[src/rtl/sbr_pkg.sv]
package sbr_pkg;
   typedef enum logic [1:0] {
      SEL_WAIT  = 2'd0,
      SEL_UNIQ  = 2'd1,
      SEL_GROUP = 2'd2
   } sel_state_t;
endpackage

[src/rtl/sbr_ir_shift.sv]
module sbr_ir_shift #(
   parameter int IR_W = 8
) (
   input  logic            tck,
   input  logic            trst_n,
   input  logic            shift_en,
   input  logic            tdi,
   output logic [IR_W-1:0] ir_sh
);
   always_ff @(posedge tck or negedge trst_n) begin
      if (!trst_n)
         ir_sh <= '0;
      else if (shift_en)
         ir_sh <= {tdi, ir_sh[IR_W-1:1]};
   end
endmodule

[src/rtl/sbr_addr_match.sv]
module sbr_addr_match #(
   parameter int ADDR_W = 6,
   parameter int IR_W   = 8,
   parameter int GRP_W  = 2
) (
   input  logic [IR_W-1:0]   ir_sh,
   input  logic [ADDR_W-1:0] slot_id,
   input  logic [GRP_W-1:0]  grp_q,
   output logic              hit_uniq,
   output logic              hit_group,
   output logic              is_wait,
   output logic              is_setgrp
);
   localparam int NUM_CODES = 1 << ADDR_W;
   localparam int NUM_GRP   = 1 << GRP_W;
   localparam int MC_BASE   = NUM_CODES - NUM_GRP;
   localparam int BC_CODE   = MC_BASE - 1;

   logic [ADDR_W-1:0] code;
   logic              addr_form;
   logic              bc_hit;
   logic              mc_hit;

   always_comb begin
      code      = ir_sh[ADDR_W-1:0];
      addr_form = (ir_sh[IR_W-1:ADDR_W] == '0);
      is_wait   = &ir_sh;
      is_setgrp = (ir_sh[IR_W-1 -: 2] == 2'b10);
      bc_hit    = (code == ADDR_W'(BC_CODE));
      mc_hit    = (code >= ADDR_W'(MC_BASE)) && (code[GRP_W-1:0] == grp_q);
      hit_uniq  = addr_form && (code < ADDR_W'(BC_CODE)) && (code == slot_id);
      hit_group = addr_form && (bc_hit || mc_hit);
   end
endmodule

[src/rtl/sbr_sel_ctrl.sv]
module sbr_sel_ctrl
   import sbr_pkg::*;
#(
   parameter int IR_W     = 8,
   parameter int GRP_W    = 2,
   parameter bit GROUP_EN = 1'b1
) (
   input  logic             tck,
   input  logic             trst_n,
   input  logic             update_ir,
   input  logic [IR_W-1:0]  ir_sh,
   input  logic             hit_uniq,
   input  logic             hit_group,
   input  logic             is_wait,
   input  logic             is_setgrp,
   output sel_state_t       state,
   output logic [GRP_W-1:0] grp_q,
   output logic [IR_W-1:0]  l2_instr
);
   logic selected;
   assign selected = (state != SEL_WAIT);

   always_ff @(posedge tck or negedge trst_n) begin
      if (!trst_n)
         state <= SEL_WAIT;
      else if (update_ir) begin
         if (is_wait)
            state <= SEL_WAIT;
         else if (!selected) begin
            if (hit_uniq)
               state <= SEL_UNIQ;
            else if (hit_group)
               state <= SEL_GROUP;
         end
      end
   end

   always_ff @(posedge tck or negedge trst_n) begin
      if (!trst_n)
         l2_instr <= '0;
      else if (update_ir && selected && !is_wait && !is_setgrp)
         l2_instr <= ir_sh;
   end

   generate
      if (GROUP_EN) begin : g_grp
         always_ff @(posedge tck or negedge trst_n) begin
            if (!trst_n)
               grp_q <= '0;
            else if (update_ir && selected && is_setgrp)
               grp_q <= ir_sh[GRP_W-1:0];
         end
      end else begin : g_nogrp
         assign grp_q = '0;
      end
   endgenerate
endmodule

[src/rtl/scan_bridge_selector.sv]
module scan_bridge_selector
   import sbr_pkg::*;
#(
   parameter int ADDR_W   = 6,
   parameter int IR_W     = 8,
   parameter int GRP_W    = 2,
   parameter bit GROUP_EN = 1'b1
) (
   input  logic              tck,
   input  logic              trst_n,
   input  logic [ADDR_W-1:0] slot_id,
   input  logic              shift_ir,
   input  logic              shift_dr,
   input  logic              update_ir,
   input  logic              tdi,
   output logic              sel,
   output logic              grp_sel,
   output logic              tdo_en,
   output logic              dr_en,
   output logic [IR_W-1:0]   l2_instr
);
   generate
      if (IR_W < ADDR_W + 2) begin : g_bad_ir
         $error("IR_W must leave two opcode bits above the address");
      end
      if (GRP_W >= ADDR_W) begin : g_bad_grp
         $error("GRP_W must be narrower than ADDR_W");
      end
   endgenerate

   logic [IR_W-1:0]  ir_sh;
   logic [GRP_W-1:0] grp_q;
   logic             hit_uniq;
   logic             hit_group;
   logic             is_wait;
   logic             is_setgrp;
   sel_state_t       state;

   sbr_ir_shift #(.IR_W(IR_W)) u_ir (
      .tck      (tck),
      .trst_n   (trst_n),
      .shift_en (shift_ir),
      .tdi      (tdi),
      .ir_sh    (ir_sh)
   );

   sbr_addr_match #(.ADDR_W(ADDR_W), .IR_W(IR_W), .GRP_W(GRP_W)) u_match (
      .ir_sh     (ir_sh),
      .slot_id   (slot_id),
      .grp_q     (grp_q),
      .hit_uniq  (hit_uniq),
      .hit_group (hit_group),
      .is_wait   (is_wait),
      .is_setgrp (is_setgrp)
   );

   sbr_sel_ctrl #(.IR_W(IR_W), .GRP_W(GRP_W), .GROUP_EN(GROUP_EN)) u_ctrl (
      .tck       (tck),
      .trst_n    (trst_n),
      .update_ir (update_ir),
      .ir_sh     (ir_sh),
      .hit_uniq  (hit_uniq),
      .hit_group (hit_group),
      .is_wait   (is_wait),
      .is_setgrp (is_setgrp),
      .state     (state),
      .grp_q     (grp_q),
      .l2_instr  (l2_instr)
   );

   always_comb begin
      sel     = (state != SEL_WAIT);
      grp_sel = (state == SEL_GROUP);
      tdo_en  = (state == SEL_UNIQ) && (shift_ir || shift_dr);
      dr_en   = sel && shift_dr;
   end
endmodule

[config.mk]
export PLATFORM = sky130hd
export DESIGN_NAME = scan_bridge_selector
export DESIGN_NICKNAME = d
export VERILOG_FILES = /design/src/rtl/sbr_pkg.sv /design/src/rtl/sbr_ir_shift.sv /design/src/rtl/sbr_addr_match.sv /design/src/rtl/sbr_sel_ctrl.sv /design/src/rtl/scan_bridge_selector.sv
export SDC_FILE = /design/constraint.sdc
export NUM_CORES = 1
export LEC_CHECK = 0
export ABC_AREA = 1
export CAP_MARGIN = 20
export CORE_MARGIN = 3
export CORE_UTILIZATION = 25
export DETAILED_ROUTE_END_ITERATION = 16
export GPL_ROUTABILITY_DRIVEN = 1
export SETUP_SLACK_MARGIN = 0.15
export SYNTH_ARGS = -nofsm -noshare
export SYNTH_HDL_FRONTEND = slang
export SYNTH_SLANG_ARGS = --single-unit
export TNS_END_PERCENT = 1
[constraint.sdc]
create_clock -name tck -period 1.95 [get_ports tck]
set_clock_uncertainty 0.2 [all_clocks]
set_input_delay 0.4875 -clock tck [delete_from_list [all_inputs] [get_ports tck]]
set_output_delay 0.4875 -clock tck [all_outputs]
set_load 0.005 [all_outputs]
==> run metrics <==
status=finished clean; reg-to-reg setup timing slack=0.30 ns; top post-synthesis cells by area=sky130_fd_sc_hd__dfrtp_1 48%, sky130_fd_sc_hd__nand2_1 15%, sky130_fd_sc_hd__inv_1 6.5%; post-detailed-routing wire length=2.26 mm; Slew @ Worst Pin=0.273 ns; number of nets in the layout=181; depth of the worst register-to-register path=8; initial antenna violation count=0; power per cell area=805 nW/um^2; Tightest Hold Check Type=reg -> reg; P_sw=328 uW; longest individual stage delay on the worst path=0.50 ns; Layout Area Growth over Synthesis=39.6%; critical path depth=1; buffers plus inverters on the worst setup path=1; R2R Path Start=u_ir.ir_sh[2]; CP cell instances=clkdlybuf4s50_1; data arrival time at the worst-slack endpoint=1.11 ns; total nets after synthesis=144; IO buf count=23; most common cell after layout, fill and taps aside=sky130_fd_sc_hd__nand2_1; unrepaired setup endpoints after global routing=yes; Switching Share=0.283; number of cell rows=22; H-tree Lvls=1; capture instance of the worst register-to-register path=u_ctrl.l2_instr[1]; Hold Crit Start=u_ctrl.l2_instr[5]; power share of the sequential group=0.459; clock tree from TritonCTS=built; routability cong.=0.770; part of the total power dissipated in combinational logic=0.262; max-capacitance violation count=0; maximum clock rate=556 MHz; number of different library cells in the post-synthesis netlist=21; library cell with the largest summed area after synthesis=sky130_fd_sc_hd__dfrtp_1; share of the synthesized area in the top cell type=0.484; number of global-route vias before repair=861; Tot Pwr=1160 uW; number of setup violations in the final report=0; Mapped Cells=132; Int Pwr=833 uW; HPWL Detailed=1.73 mm; Chip Height=70.3 um; overall via count from detail_route=894; wire length of the first global-routing pass=3.87 mm; element type at the critical path end=output port; final critical-path required period=1.80 ns; Final Max Slew Viols=0; average wire per standard cell=10.5 um; final critical-path share of the clock period=0.922; clock-pin transition on the worst setup and hold timing paths=0.08 ns; Max transition margin=0.818; Clk Latency, worst-skew pair=0.26 ns; crit path max fanout=2; Post-Syn Area=1030 um^2; post-synthesis sequential element count=20; largest net degree at the start of global routing=21; fraction of layout cells with a size suffix above 1=0.179; CP Data Required Time=1.26 ns; chip width=70.3 um; Diodes inserted=0; iteration count of the initial detailed-routing pass=4; commonest non-fill, non-tap cells in the layout=42 x sky130_fd_sc_hd__nand2_1, 20 x sky130_fd_sc_hd__dfrtp_1, 17 x sky130_fd_sc_hd__inv_1; worst-case clock buffer depth=2; crit-path leading delay family=buffers and inverters; worst slack on hold paths=0.289 ns; number of DRC markers in iteration 0=39; clock sinks=20; core area=3830 um^2; post-route DRC violation count=0; Worst Setup SP=u_ctrl.l2_instr[1]; via/cell ratio=4.14; count of endpoints failing hold in the final timing report=0; startpoint type of the worst setup path=register; sequential area share after synthesis=0.484; filler instances=400; reported leakage power=0.000704 uW; end of the critical path=l2_instr[1]; floorplan die area=4940 um^2; average cell area after synthesis=7.83 um^2; antenna violation net count after detailed routing=0; cts bufs inserted=3; I/O pin total=24; root buf cell=sky130_fd_sc_hd__clkbuf_8; maximum ir drop on the vdd rail=536 uV; Yosys warning count=0; total congestion overflow after global routing=0; starting density of the core=0.270; Worst Path Class, Setup=reg -> out; Total Routing Usage GR=0.0975; Slowest-stage cell, CP=sky130_fd_sc_hd__clkdlybuf4s50_1; clock group share of total power=0.279
cells in the mapped netlist:
master and count:
sky130_fd_sc_hd__nand2_1 42, sky130_fd_sc_hd__dfrtp_1 20, sky130_fd_sc_hd__inv_1 18, sky130_fd_sc_hd__nor2_1 12, sky130_fd_sc_hd__o21ai_0 10, sky130_fd_sc_hd__o21a_1 6
sky130_fd_sc_hd__nand3_1 4, sky130_fd_sc_hd__nand2_2 3, sky130_fd_sc_hd__inv_2 2, sky130_fd_sc_hd__nand4_1 2, sky130_fd_sc_hd__nor2_2 2, sky130_fd_sc_hd__o21ai_2 2
sky130_fd_sc_hd__a21oi_1 1, sky130_fd_sc_hd__a21oi_2 1, sky130_fd_sc_hd__a21oi_4 1, sky130_fd_sc_hd__buf_6 1, sky130_fd_sc_hd__clkbuf_1 1, sky130_fd_sc_hd__mux2_2 1
sky130_fd_sc_hd__nor3_1 1, sky130_fd_sc_hd__xnor2_1 1, sky130_fd_sc_hd__xor2_1 1
state kept, by name, summed over array words and instances (netlist names):
register and cells:
u_ctrl.l2_instr 8, u_ctrl.state 2, u_ir.ir_sh 8, u_ctrl.grp_q 2
metal layers:
metal  share of wire  vias to the layer above  GRT usage
li1                -                      479          -
met1            0.48                      397      0.137
met2            0.47                       16      0.147
met3           0.047                        2     0.0302
met4          0.0053                        0     0.0191
met5               0                        -          0
worst reg2reg max path, delay by kind of cell, from the launching register on:
family	cells	cell delay (ns)
flops	1	0.43
compound gates	2	0.21
simple gates	4	0.44
buf+inv	2	0.28
cell type report:
| cell class | instances | area, um^2 | area share |
|---|---|---|---|
| Sequential cell | 20 | 500 | 0.347 |
| Clock buffer | 4 | 55.1 | 0.0382 |
| Timing Repair Buffer | 34 | 304 | 0.211 |
| Multi-Input combinational cell | 90 | 448 | 0.310 |
| Inverter | 20 | 75.1 | 0.0520 |
| Tap cell | 48 | 60.1 | 0.0416 |
per-stage QoR:
step / setup slack (ns) / utilization / area, um^2 / std cells / TNS [ns]
after global routing: 0.103 / 0.377 / 1440 / 216 / 0
after CTS: 0.0556 / 0.375 / 1440 / 216 / 0
final: 0.152 / 0.377 / 1440 / 216 / 0
after global placement: -0.486 / 0.364 / 1390 / 212 / -1.45
after detailed placement: -0.468 / 0.364 / 1390 / 212 / -1.44
after floorplan: 0.514 / - / 1030 / 132 / 0
power groups by stage:
stage	clock [uW]	combinational, uW	sequential, uW
global placement	0	306	542
CTS	337	309	535
floorplan	0	143	542
finish	324	304	533
detailed placement	0	310	543
global route	350	343	545
cell families (layout without fill, tap and decap cells):
logic type,Yosys count,in the layout,share of synthesized area
multiplexers,1,1,0.0109
buffers and inverters,22,58,0.0872
AND/OR/NAND/NOR,66,66,0.263
XOR/XNOR,2,2,0.0170
AO/OA/AOI/OAI,21,21,0.138
flip-flops,20,20,0.484
how the worst min path moves through the flow:
| stage | endpoint | slack (ns) | cells past startpoint |
|---|---|---|---|
| after floorplan | u_ctrl.grp_q[0] | -0.008 | 0 |
| after global placement | u_ctrl.l2_instr[3] | 0.27 | 1 |
| after detailed placement | u_ctrl.l2_instr[2] | 0.28 | 1 |
| after CTS | u_ctrl.l2_instr[2] | 0.30 | 1 |
| after global routing | u_ctrl.l2_instr[5] | 0.32 | 1 |
| final | u_ctrl.l2_instr[5] | 0.29 | 1 |
timing repair:
item / in CTS / in global routing
gates resized for setup: 9 / 6
setup buffers: 0 / 0
endpoints found under the setup margin: 12 / 20
pin swaps: 1 / 0
hold buffers: 0 / 0
(Power assumes the default switching activity.)
